--- src/rtl/evq_pkg.sv ---
package evq_pkg;
  typedef enum logic [1:0] {
    EVQ_PERSIST   = 2'd0,
    EVQ_AUTO      = 2'd1,
    EVQ_TRANSIENT = 2'd2,
    EVQ_ALT       = 2'd3
  } evq_mode_e;
endpackage

--- src/rtl/evq_mode_track.sv ---
module evq_mode_track
  import evq_pkg::*;
(
  input  logic      clk,
  input  logic      rst_n,
  input  logic [1:0] mode_i,
  output logic      mode_chg_o,
  output logic      transient_o,
  output logic      auto_o
);
  evq_mode_e mode_q;
  evq_mode_e mode_now;

  assign mode_now    = evq_mode_e'(mode_i);
  assign mode_chg_o  = (mode_now != mode_q);
  assign transient_o = (mode_now == EVQ_TRANSIENT);
  assign auto_o      = (mode_now == EVQ_AUTO);

  always_ff @(posedge clk) begin
    if (!rst_n) mode_q <= EVQ_PERSIST;
    else        mode_q <= mode_now;
  end
endmodule

--- src/rtl/evq_sat_counter.sv ---
module evq_sat_counter #(
  parameter int CNT_W = 4
) (
  input  logic             clk,
  input  logic             rst_n,
  input  logic             clr_i,
  input  logic             inc_i,
  input  logic             dec_i,
  output logic [CNT_W-1:0] cnt_o,
  output logic             at_max_o,
  output logic             at_zero_o
);
  localparam logic [CNT_W-1:0] CNT_MAX = {CNT_W{1'b1}};

  logic [CNT_W-1:0] cnt_q;

  assign cnt_o     = cnt_q;
  assign at_max_o  = (cnt_q == CNT_MAX);
  assign at_zero_o = (cnt_q == '0);

  always_ff @(posedge clk) begin
    if (!rst_n)                             cnt_q <= '0;
    else if (clr_i)                         cnt_q <= '0;
    else if (inc_i && !dec_i && !at_max_o)  cnt_q <= cnt_q + 1'b1;
    else if (dec_i && !inc_i && !at_zero_o) cnt_q <= cnt_q - 1'b1;
  end
endmodule

--- src/rtl/evq_expiry_timer.sv ---
module evq_expiry_timer #(
  parameter int EXPIRE_CYC = 2,
  parameter int TMR_W      = $clog2(EXPIRE_CYC + 1)
) (
  input  logic             clk,
  input  logic             rst_n,
  input  logic             clr_i,
  input  logic             en_i,
  input  logic             arm_i,
  output logic [TMR_W-1:0] tmr_o,
  output logic             expire_o
);
  localparam logic [TMR_W-1:0] LOAD = TMR_W'(EXPIRE_CYC);
  localparam logic [TMR_W-1:0] LAST = TMR_W'(1);

  logic [TMR_W-1:0] tmr_q;

  assign tmr_o    = tmr_q;
  assign expire_o = en_i && !clr_i && !arm_i && (tmr_q == LAST);

  always_ff @(posedge clk) begin
    if (!rst_n)            tmr_q <= '0;
    else if (clr_i)        tmr_q <= '0;
    else if (arm_i)        tmr_q <= LOAD;
    else if (tmr_q != '0)  tmr_q <= tmr_q - 1'b1;
  end
endmodule

--- src/rtl/evq_slot.sv ---
module evq_slot #(
  parameter int CNT_W      = 4,
  parameter int EXPIRE_CYC = 2
) (
  input  logic       clk,
  input  logic       rst_n,
  input  logic [1:0] mode_i,
  input  logic       evt_inc_i,
  input  logic       fire_dec_i,
  output logic       not_empty_o,
  output logic       overflow_o
);
  localparam int TMR_W = $clog2(EXPIRE_CYC + 1);

  logic             mode_chg;
  logic             is_transient;
  logic             is_auto;
  logic             expire;
  logic             cnt_clr;
  logic             at_max;
  logic             at_zero;
  logic [CNT_W-1:0] cnt_q;
  logic [TMR_W-1:0] tmr_q;

  evq_mode_track u_mode (
    .clk         (clk),
    .rst_n       (rst_n),
    .mode_i      (mode_i),
    .mode_chg_o  (mode_chg),
    .transient_o (is_transient),
    .auto_o      (is_auto)
  );

  evq_expiry_timer #(.EXPIRE_CYC(EXPIRE_CYC), .TMR_W(TMR_W)) u_tmr (
    .clk      (clk),
    .rst_n    (rst_n),
    .clr_i    (mode_chg),
    .en_i     (is_transient),
    .arm_i    (is_transient && evt_inc_i),
    .tmr_o    (tmr_q),
    .expire_o (expire)
  );

  assign cnt_clr = mode_chg || expire;

  evq_sat_counter #(.CNT_W(CNT_W)) u_cnt (
    .clk       (clk),
    .rst_n     (rst_n),
    .clr_i     (cnt_clr),
    .inc_i     (evt_inc_i),
    .dec_i     (fire_dec_i),
    .cnt_o     (cnt_q),
    .at_max_o  (at_max),
    .at_zero_o (at_zero)
  );

  assign not_empty_o = is_auto || !at_zero;
  assign overflow_o  = at_max;
endmodule

--- config.mk ---
export PLATFORM = sky130hd
export DESIGN_NAME = evq_slot
export DESIGN_NICKNAME = d
export VERILOG_FILES = /design/src/rtl/evq_pkg.sv /design/src/rtl/evq_mode_track.sv /design/src/rtl/evq_sat_counter.sv /design/src/rtl/evq_expiry_timer.sv /design/src/rtl/evq_slot.sv
export SDC_FILE = /design/constraint.sdc
export NUM_CORES = 1
export LEC_CHECK = 0
export ABC_AREA = 1
export BUFFER_PORTS_ARGS = -buffer_cell sky130_fd_sc_hd__buf_2
export CAP_MARGIN = 30
export CORE_AREA = 2 2 39 41
export DETAILED_ROUTE_END_ITERATION = 12
export DIE_AREA = 0 0 41 43
export GPL_TIMING_DRIVEN = 0
export PLACE_DENSITY = 0.56
export SLEW_MARGIN = 20
export SYNTH_ARGS = -nofsm -noshare
export SYNTH_HDL_FRONTEND = slang
export SYNTH_SLANG_ARGS = --single-unit
--- constraint.sdc ---
create_clock -name clk -period 3.2 [get_ports clk]
set_clock_uncertainty 0.1 [all_clocks]
set_input_delay 0.96 -clock clk [delete_from_list [all_inputs] [get_ports clk]]
set_output_delay 0.96 -clock clk [all_outputs]
set_load 0.05 [all_outputs]
==> results.py, run 1 <==
metrics = {
    "logic_synthesis": {
        "postSynthRegisterBits": 8,
        "avgSynthCellArea_um2": 6.93,
        "yosysWarnings": 0,
        "ys_types": 20,
        "top_area_cell_type_share_of_the_netlist_area_pct": 32.1,
        "post_synth_main_area_contributors": "dfxtp_1 32%, nand2_1 16%, inv_1 7.5%",
        "synthCells": 72,
        "synth_area_leader_cell": "dfxtp_1",
        "syn-cell-area_um2": 499,
        "synth.net_count": 81,
        "synth_sequential_area_ratio_pct": 32.1,
    },
    "route": {
        "vias_per_cell": 4.51,
        "antenna_viol_nets_final": 0,
        "wire_per_inst_um": 9.09,
        "routed_via_count": 442,
        "drt_first_iter_violations": 9,
        "finalWirelength_um": 891,
        "drcViolationCount": 0,
        "pre_antenna_drt_iters": 3,
    },
    "setup_path": {
        "critPathMaxFanout": 4,
        "worstPathCellList": "buf_2 > o211ai_1 > buf_2",
        "worst_ep_arrival_time_ns": 1.52,
        "timing.critical_path.slowest_stage_cell": "buf_2",
        "critical_path_required_time_ns": 2.14,
        "crit-reg2reg-launch": "u_cnt.cnt_o[1]$_SDFFE_PP0P_",
        "worst-setup-path-type": "in -> out",
        "cp-end-kind": "output pin",
        "crit_path_max_incr_delay_ns": 0.28,
        "endpoint": "not_empty_o",
        "rr_worst_depth": 10,
        "crit-reg2reg-capture": "u_cnt.cnt_o[3]$_SDFFE_PP0P_",
        "setup.reg_to_reg.worst_slack_ns": 1.29,
        "startpoint": "mode_i[1]",
        "startpoint_type": "input pin",
        "cell_seen_most_often_among_critical_path_stages": "buf_2",
    },
    "finish": {
        "multi_input_gate_area_in_the_final_layout_um2": 293,
        "most_frequent_cells_in_the_layout": "21 x nand2_1, 10 x inv_1, 8 x dfxtp_1",
        "area.growth.synth_to_final_pct": 15.5,
        "layout.cells.most_common": "nand2_1",
        "design.final.nets": 93,
        "filler_cell_count": 164,
        "finalCoreUtilization_pct": 41.7,
        "drive_gt1_share_pct": 19.5,
        "register_area_um2": 160,
        "antenna_cells": 0,
    },
    "cts": {
        "htreeDepth": 1,
        "cts-root-to-sink-buffers": 2,
        "worst_skew_pair.late_latency_ns": 0.25,
        "cts_buffers": 3,
        "cts_tree": "done",
        "postCtsSetupRepairBufs": 0,
        "clock-sinks": 8,
        "post_cts_resized": 0,
        "cts-hold-fix-buffers": 0,
        "ctsRootBufferMaster": "clkbuf_4",
        "clk_pin_slew_ns": 0.05,
    },
    "global_route": {
        "first_pass_grt_wire_length_um": 1550,
        "gr-usage-all-layers_pct": 13.4,
        "grt_max_degree": 7,
        "antenna_found_initial": 0,
        "overflow": 0,
        "number_of_global_route_vias_before_repair": 402,
    },
    "status": {
        "outcome": "complete, no violations",
    },
    "flow_run": {
        "cap_viol_max_count": 0,
    },
    "die": {
        "die_area_mm2": 0.00176,
        "placeable_core_area_mm2": 0.00138,
        "std_cell_rows": 14,
        "die_height_um": 43,
        "die_width_um": 41,
        "floorplan.initialDensity_pct": 36.1,
        "top_level_ports": 8,
    },
    "sta": {
        "drv_slew": 0,
        "tightest_slew_ns": 0.249,
        "fin_crit_sh_pct": 80.7,
        "min_period_ns": 2.58,
        "rsz_0062_raised_after_global_routing": "false",
        "slew-limit-headroom_pct": 83.5,
        "setup-violations-final": 0,
        "postLayoutSetupSlackWorst_ns": 0.618,
        "setup_total_negative_slack_ns": 0,
        "finalHoldViolations": 0,
        "fmax_mhz": 387,
    },
    "place": {
        "port_buffers": 7,
        "hpwl_um": 746,
        "gp_congestion": 0.688,
        "placement.setup.worst_slack_ns": 0.612,
    },
    "power_and_ir_drop": {
        "power-per-cell-area_mw_per_mm2": 386,
        "irDropWorstVdd_mv": 0.205,
        "power.leakage_nw": 0.261,
        "total_power_after_layout_uw": 223,
    },
    "hold_path": {
        "hp-start": "u_tmr.tmr_o[0]$_SDFFE_PP0P_",
        "hold_path_class": "reg -> reg",
    },
}
==> cell families (layout without fill, tap and decap cells) <==
kind of cell             Yosys count  in the layout  synth area share (%)
AND/OR/NAND/NOR                   41             41                  37.3
buffers and inverters             12             22                  9.27
flip-flops                         8              8                  32.1
AO/OA/AOI/OAI                      6              6                  8.77
adder cells (fa/ha/maj)            3              3                  9.02
XOR/XNOR                           2              2                  3.51
==> report_power, final <==
group / total, mW / switching, mW / internal, mW
clock: 0.0763 / 0.0334 / 0.0429
combinational: 0.0408 / 0.0258 / 0.0150
sequential: 0.106 / 0.00281 / 0.103
==> final cells by class <==
cell class | instances | area share, %
Inverter | 12 | 8.03
Clock buffer | 3 | 3.90
Multi-Input combinational cell | 52 | 50.8
Tap cell | 16 | 3.47
Timing Repair Buffer | 7 | 6.07
Sequential cell | 8 | 27.8
==> per-layer routing <==
layer	wire length [µm]	up-vias	part of all wire [%]	global-route usage [%]
met1	451	190	51	15.4
met2	399	5	45	20.3
li1	-	245	-	-
met4	12	0	1.3	8.00
met3	27	2	3.0	4.71
met5	0	-	0	0
==> cells in the mapped netlist, drive strengths merged <==
cell type / count
nor2: 9
nor4: 1
fa: 1
o211ai: 1
inv: 11
xnor2: 1
clkinv: 1
o21ai: 1
ha: 2
or2: 2
nand4: 2
xor2: 1
dfxtp: 8
a21oi: 4
nand2: 22
nand3: 4
nor2b: 1
==> state kept, by name, indices dropped and copies added (netlist names) <==
name	flops
u_cnt.cnt_o	4
u_mode.mode_q	2
u_tmr.tmr_o	2
==> through the flow <==
stage / hold WS [ns] / instance area (µm²) / std cells
finish: 0.369 / 577 / 98
global route: 0.389 / 577 / 98
CTS: 0.374 / 577 / 98
detailed placement: 0.367 / 554 / 95
global placement: 0.353 / 554 / 95
floorplan: 0.343 / 499 / 72
==> critical path: cells and delay by family <==
| family | cells | cell delay (ns) |
|---|---|---|
| AO/OA/AOI/OAI | 1 | 0.15 |
| buffers and inverters | 2 | 0.40 |
==> worst min path at each step <==
stage / end / cells after the start
finish: u_tmr.tmr_o[1]$_SDFFE_PP0P_ / 2
CTS: u_tmr.tmr_o[1]$_SDFFE_PP0P_ / 2
global route: u_tmr.tmr_o[1]$_SDFFE_PP0P_ / 2
detailed placement: u_tmr.tmr_o[1]$_SDFFE_PP0P_ / 2
floorplan: u_tmr.tmr_o[1]$_SDFFE_PP0P_ / 2
global placement: u_tmr.tmr_o[1]$_SDFFE_PP0P_ / 2
Power figures use the tool's default switching activity.
==> run 2, diff against run 1 <==
--- a/config.mk
+++ b/config.mk
@@ -12,7 +12,7 @@
 export DETAILED_ROUTE_END_ITERATION = 12
 export DIE_AREA = 0 0 41 43
 export GPL_TIMING_DRIVEN = 0
-export PLACE_DENSITY = 0.56
+export PLACE_DENSITY = 0.58
 export SLEW_MARGIN = 20
 export SYNTH_ARGS = -nofsm -noshare
 export SYNTH_HDL_FRONTEND = slang
==> constraint.sdc (replaced) <==
create_clock -name clk -period 2.15 [get_ports clk]
set_clock_uncertainty 0.1 [all_clocks]
set_input_delay 0.645 -clock clk [delete_from_list [all_inputs] [get_ports clk]]
set_output_delay 0.645 -clock clk [all_outputs]
set_load 0.05 [all_outputs]
==> run 2 against run 1 <==
Effect of this change: global-route usage shrank 2.0 points; worst hold slack lost 0.0016 ns; combinational power grew 54%; die area is the same; routed wire length shrank 8.4%; final area grew 2.2%; flip-flop and latch count is the same; worst setup slack lost 0.52 ns; register-to-register slack lost 1.0 ns; total power grew 50%; sequential share of layout area shrank 0.59 points; first-iteration DRC count shrank 67%; highest routed layer unchanged.
==> results.py, run 2 (same netlist as run 1, synthesis figures left out) <==
metrics = {
    "global_route": {
        "gr-usage-all-layers_pct": 11.4,
        "globalRouteMet3Util_pct": 1.57,
        "first_pass_grt_wire_length_um": 1390,
        "number_of_global_route_vias_before_repair": 381,
        "globalRoute.busiestLayer": "met2",
        "grt_max_degree": 7,
        "antenna_found_initial": 0,
        "globalRouteMet2Util_pct": 15.9,
        "global_route.usage.met1_pct": 15.4,
        "overflow": 0,
    },
    "sta": {
        "min_period_ns": 2.05,
        "rsz_0062_raised_after_global_routing": "false",
        "setup_total_negative_slack_ns": 0,
        "fmax_mhz": 488,
        "finalHoldWorstSlack_ns": 0.367,
        "finalHoldViolations": 0,
        "slew-limit-headroom_pct": 83.2,
        "drv_slew": 0,
        "fin_crit_sh_pct": 95.4,
        "setup-violations-final": 0,
        "tightest_slew_ns": 0.252,
    },
    "setup_path": {
        "timing.critical_path.slowest_stage_cell": "buf_2",
        "worstPathCellList": "buf_2 > inv_12 > o211ai_1 > buf_2",
        "crit-reg2reg-capture": "u_cnt.cnt_o[3]$_SDFFE_PP0P_",
        "crit-reg2reg-launch": "u_cnt.cnt_o[0]$_SDFFE_PP0P_",
        "startpoint_type": "input pin",
        "worst_ep_arrival_time_ns": 1.31,
        "cp.depth": 4,
        "crit_path_max_incr_delay_ns": 0.29,
        "worst-setup-path-type": "in -> out",
        "critPathMaxFanout": 4,
        "critical_path_buf_inv_count": 3,
        "rr_worst_depth": 11,
        "cp-end-kind": "output pin",
        "cell_seen_most_often_among_critical_path_stages": "buf_2",
        "worst_path_dominant_cell_family": "buffers and inverters",
        "setup.reg_to_reg.worst_slack_ns": 0.26,
        "critical_path_required_time_ns": 1.40,
    },
    "cts": {
        "ctsRootBufferMaster": "clkbuf_4",
        "clock-sinks": 8,
        "htreeDepth": 1,
        "postCtsSetupRepairBufs": 0,
        "cts-hold-fix-buffers": 0,
        "cts-root-to-sink-buffers": 2,
        "worst_skew_pair.late_latency_ns": 0.25,
        "cts_buffers": 3,
        "post_cts_resized": 0,
        "cts_tree": "done",
        "clk_pin_slew_ns": 0.05,
    },
    "die": {
        "top_level_ports": 8,
        "floorplan.initialDensity_pct": 36.1,
        "std_cell_rows": 14,
        "placeable_core_area_mm2": 0.00138,
        "die_area_mm2": 0.00176,
        "die_width_um": 41,
        "die_height_um": 43,
    },
    "place": {
        "hpwl_um": 675,
        "port_buffers": 7,
        "gp_congestion": 0.647,
    },
    "route": {
        "antenna_viol_nets_final": 0,
        "wire_per_inst_um": 8.33,
        "drt_first_iter_violations": 3,
        "pre_antenna_drt_iters": 2,
        "finalWirelength_um": 816,
        "drcViolationCount": 0,
        "routed_via_count": 428,
        "vias_per_cell": 4.37,
    },
    "power_and_ir_drop": {
        "power.switching_fraction_pct": 27.9,
        "power.leakage_nw": 0.264,
        "combinationalPowerShare_pct": 18.9,
        "seqPwrFrac_pct": 47.1,
        "intPower_uw": 240,
        "irDropWorstVdd_mv": 0.277,
        "power-per-cell-area_mw_per_mm2": 565,
        "power.switching_uw": 93.0,
        "clockPowerShare_pct": 34.0,
    },
    "hold_path": {
        "worstHoldEndpoint": "u_tmr.tmr_o[1]$_SDFFE_PP0P_",
        "hold_path_class": "reg -> reg",
        "hold-path-cell-count": 2,
        "hp-start": "u_tmr.tmr_o[0]$_SDFFE_PP0P_",
    },
    "finish": {
        "layout.cells.most_common": "nand2_1",
        "largest_reg_flops": 4,
        "area.growth.synth_to_final_pct": 18.0,
        "antenna_cells": 0,
        "drive_gt1_share_pct": 19.5,
        "design.final.nets": 93,
        "filler_cell_count": 145,
        "most_frequent_cells_in_the_layout": "21 x nand2_1, 10 x inv_1, 8 x dfxtp_1",
    },
    "status": {
        "outcome": "complete, no violations",
    },
    "flow_run": {
        "cap_viol_max_count": 0,
    },
}
-- run 2: cell counts in the layout (fill, tap and decap cells not counted) --
Identical to the previous run, type by type.
-- run 2: layout make-up --
class                   count  area, µm²  area share (%)
clock buffers               3       22.5            3.82
inverters                  12       58.8            9.98
multi-input cells          52        293            49.7
flip-flops and latches      8        160            27.2
well taps                  16       20.0            3.40
repair buffers              7       35.0            5.94
-- run 2: stage by stage --
stage	instances	instance area [µm²]	setup WS (ns)	utilization [%]	total power, mW
detailed placement	95	567	0.00787	41.0	0.224
global placement	95	567	0.00797	41.0	0.223
finish	98	589	0.100	42.6	0.333
floorplan	72	512	-0.0491	-	0.206
global route	98	589	0.00844	42.6	0.354
CTS	98	589	0.0940	42.6	0.341
-- run 2: routing by layer --
| layer | up-vias | wire length, µm |
|---|---|---|
| li1 | 245 | - |
| met1 | 173 | 452 |
| met2 | 8 | 335 |
| met3 | 2 | 17 |
| met4 | 0 | 10 |
| met5 | - | 0 |
-- run 2: worst max path at each step --
stage / startpoint / to / slack, ns
detailed placement: evt_inc_i / u_cnt.cnt_o[3]$_SDFFE_PP0P_ / 0.008
finish: mode_i[0] / not_empty_o / 0.1
floorplan: mode_i[0] / not_empty_o / -0.05
global placement: evt_inc_i / u_cnt.cnt_o[3]$_SDFFE_PP0P_ / 0.008
CTS: mode_i[0] / not_empty_o / 0.09
global route: u_cnt.cnt_o[0]$_SDFFE_PP0P_ / u_cnt.cnt_o[3]$_SDFFE_PP0P_ / 0.008
-- run 2: power by group through the flow --
| stage | sequential (mW) | combinational, mW | clock [mW] |
|---|---|---|---|
| finish | 0.157 | 0.0629 | 0.113 |
| global route | 0.158 | 0.0718 | 0.124 |
| CTS | 0.157 | 0.0639 | 0.120 |
| detailed placement | 0.160 | 0.0633 | 0 |
| global placement | 0.160 | 0.0632 | 0 |
| floorplan | 0.159 | 0.0470 | 0 |
-- run 2: worst min-delay path, stage by stage (launching register included) --
cell and delay (ns):
dfxtp_1 0.31, nand2_1 0.06, a21oi_1 0.05
==> run 3, diff against run 2 <==
--- a/config.mk
+++ b/config.mk
@@ -5,14 +5,14 @@
 export SDC_FILE = /design/constraint.sdc
 export NUM_CORES = 1
 export LEC_CHECK = 0
-export ABC_AREA = 1
 export BUFFER_PORTS_ARGS = -buffer_cell sky130_fd_sc_hd__buf_2
 export CAP_MARGIN = 30
 export CORE_AREA = 2 2 39 41
 export DETAILED_ROUTE_END_ITERATION = 12
 export DIE_AREA = 0 0 41 43
 export GPL_TIMING_DRIVEN = 0
-export PLACE_DENSITY = 0.58
+export MAX_ROUTING_LAYER = met4
+export PLACE_DENSITY = 0.54
 export SLEW_MARGIN = 20
 export SYNTH_ARGS = -nofsm -noshare
 export SYNTH_HDL_FRONTEND = slang
==> constraint.sdc (replaced) <==
create_clock -name clk -period 2.2 [get_ports clk]
set_clock_uncertainty 0.1 [all_clocks]
set_input_delay 0.66 -clock clk [delete_from_list [all_inputs] [get_ports clk]]
set_output_delay 0.66 -clock clk [all_outputs]
set_load 0.05 [all_outputs]
==> run 3 against run 2 <==
Effect of this change: sequential power about the same; flip-flop and latch count unchanged; worst hold slack worse by 0.016 ns; via count down 9.8%; register-to-register slack worse by 0.16 ns; clock-buffer cell count unchanged; largest cell class unchanged; synthesized area down 4.5%; global-route usage up 1.4 points; largest power group unchanged; critical path type is now in -> reg; utilization up 1.4 points; highest routed layer unchanged.
==> results.py, run 3 <==
metrics = {
    "die": {
        "top_level_ports": 8,
        "die_width_um": 41,
        "std_cell_rows": 14,
        "placeable_core_area_mm2": 0.00138,
        "die_height_um": 43,
        "floorplan.initialDensity_pct": 34.4,
        "die_area_mm2": 0.00176,
    },
    "sta": {
        "tightest_slew_ns": 0.360,
        "fmax_mhz": 459,
        "fin_crit_sh_pct": 99.1,
        "finalHoldWorstSlack_ns": 0.352,
        "rsz_0062_raised_after_global_routing": "true",
        "slew-limit-headroom_pct": 75.9,
        "min_period_ns": 2.18,
        "setup-violations-final": 0,
        "drv_slew": 0,
        "finalHoldViolations": 0,
    },
    "setup_path": {
        "timing.critical_path.slowest_stage_cell": "a2111oi_4",
        "worstPathCellList": "buf_8 > a41o_1 > or2_4 > ha_4 > a21o_1 > a2111oi_4 > o21ai_1 > nor3b_2",
        "critPathMaxFanout": 3,
        "critical_path_required_time_ns": 2.24,
        "worst-setup-path-type": "in -> reg",
        "crit_path_max_incr_delay_ns": 0.32,
        "worst_ep_arrival_time_ns": 2.22,
        "startpoint_type": "input pin",
        "rr_worst_depth": 7,
        "cp-end-kind": "flip-flop",
    },
    "finish": {
        "finalInstanceArea_um2": 608,
        "most_frequent_cells_in_the_layout": "6 x buf_2, 5 x dfxtp_1, 4 x xnor2_1, 4 x nor2_1",
        "layout.cells.most_common": "buf_2",
        "drive_gt1_share_pct": 38.6,
        "largest_reg_flops": 4,
        "area.growth.synth_to_final_pct": 27.6,
        "antenna_cells": 0,
        "design.final.nets": 68,
    },
    "logic_synthesis": {
        "synth.net_count": 56,
        "post_synth_main_area_contributors": "dfxtp_1 34%, xnor2_1 7.3%, o41ai_4 5.8%",
        "async_flop_share_pct": 0,
        "synth.most_common_cell": "dfxtp_1",
        "synth_edf_count": 0,
        "synth_area_leader_cell": "dfxtp_1",
        "ys.flop_type": "dfxtp_1",
        "yosysWarnings": 0,
        "postSynthRegisterBits": 8,
        "synthTopCellsByCount": "8 x dfxtp_1, 4 x nor2_1, 4 x xnor2_1",
        "ys_types": 26,
        "top_area_cell_type_share_of_the_netlist_area_pct": 33.6,
        "synthCells": 47,
        "avgSynthCellArea_um2": 10.1,
        "synth_sequential_area_ratio_pct": 33.6,
        "syn-cell-area_um2": 477,
    },
    "route": {
        "antenna_viol_nets_final": 0,
        "drcViolationCount": 0,
        "pre_antenna_drt_iters": 1,
        "finalWirelength_um": 921,
        "wire_per_inst_um": 12.6,
        "drt_first_iter_violations": 0,
        "vias_per_cell": 5.29,
        "routed_via_count": 386,
    },
    "global_route": {
        "first_pass_grt_wire_length_um": 1430,
        "gr-usage-all-layers_pct": 12.8,
        "number_of_global_route_vias_before_repair": 363,
        "grt_max_degree": 9,
        "overflow": 0,
        "antenna_found_initial": 0,
    },
    "cts": {
        "cts_buffers": 3,
        "cts_tree": "done",
        "clock-sinks": 8,
        "clk_pin_slew_ns": 0.05,
        "ctsRootBufferMaster": "clkbuf_4",
        "cts-root-to-sink-buffers": 2,
        "postCtsSetupRepairBufs": 0,
        "htreeDepth": 1,
        "worst_skew_pair.late_latency_ns": 0.25,
    },
    "power_and_ir_drop": {
        "power.leakage_nw": 0.232,
        "power-per-cell-area_mw_per_mm2": 551,
        "irDropWorstVdd_mv": 0.346,
    },
    "place": {
        "placedInstanceArea_um2": 572,
        "hpwl_um": 735,
        "port_buffers": 7,
        "gp_congestion": 0.630,
    },
    "flow_run": {
        "cap_viol_max_count": 0,
    },
    "hold_path": {
        "hold_path_class": "reg -> reg",
        "hold-path-cell-count": 1,
    },
    "status": {
        "outcome": "complete, no violations",
    },
}
==> run 3: cell types whose count changed after synthesis, sizes merged, moves of 2 or more <==
cell,previous run,this run
a211oi,0,2
a21oi,4,2
and2,0,2
inv,11,2
mux2i,0,2
nand2,22,2
nand3,4,2
nand4,2,0
nor2,9,4
xnor2,1,4
==> run 3: through the flow <==
stage / setup TNS, ns / utilization (%) / cells / setup slack (ns) / power [mW]
after global routing: -0.0197 / 43.9 / 73 / -0.0197 / 0.357
after detailed placement: -0.332 / 41.3 / 70 / -0.279 / 0.227
after floorplan: -0.0619 / - / 47 / -0.0619 / 0.208
final: 0 / 43.9 / 73 / 0.0192 / 0.335
after CTS: -0.00392 / 42.9 / 73 / -0.00392 / 0.343
after global placement: -0.297 / 41.3 / 70 / -0.276 / 0.225
==> run 3: final timing paths <==
kind | start | endpoint | slack, ns
worst max-delay path | fire_dec_i | u_cnt.cnt_o[3]$_SDFFE_PP0P_ | 0.02
worst min-delay path | u_tmr.tmr_o[0]$_SDFFE_PP0P_ | u_tmr.tmr_o[0]$_SDFFE_PP0P_ | 0.35
worst max register to register | u_cnt.cnt_o[3]$_SDFFE_PP0P_ | u_cnt.cnt_o[3]$_SDFFE_PP0P_ | 0.10
worst min register to register | u_tmr.tmr_o[0]$_SDFFE_PP0P_ | u_tmr.tmr_o[0]$_SDFFE_PP0P_ | 0.35
==> run 3: logic make-up (layout without fill, tap and decap cells) <==
| group | after synthesis | in the layout | share of synthesized area (%) |
|---|---|---|---|
| muxes | 2 | 2 | 4.99 |
| adders and majority gates | 3 | 3 | 9.45 |
| and+or+nand+nor | 17 | 17 | 21.3 |
| xor gates and xnor gates | 4 | 4 | 7.35 |
| DFF | 8 | 8 | 33.6 |
| buffers and inverters | 2 | 12 | 1.58 |
| AOI/OAI and AO/OA | 11 | 11 | 21.8 |
==> run 3: final cells by class <==
type / count / area [µm²]
Tap cell: 16 / 20.0
Clock buffer: 3 / 22.5
Sequential cell: 8 / 164
Multi-Input combinational cell: 37 / 349
Inverter: 2 / 7.51
Timing Repair Buffer: 7 / 45.0
Fill cell: 150 / 776
==> run 3: routing by layer <==
metal	share of wire, %	GRT usage [%]
met5	0	-
met4	2.8	12.0
met3	2.2	1.57
met2	48	17.8
met1	47	15.1
==> run 3: repair_timing <==
action,in CTS,in global routing
cloned,0,0
hold buffers,0,0
endpoints found under the setup margin,1,2
resized for setup,0,6
==> run 3: critical path: cells and delay by family <==
kind	cells	cell delay (ns)
AOI/OAI and AO/OA	4	0.80
and+or+nand+nor	2	0.43
adders and majority gates	1	0.23
buffers and inverters	1	0.10
==> run 3: where the power goes <==
group / internal (mW) / switching [mW] / total (mW)
combinational: 0.0329 / 0.0363 / 0.0692
sequential: 0.150 / 0.00624 / 0.156
clock: 0.0623 / 0.0474 / 0.110
total: 0.245 / 0.0900 / 0.335
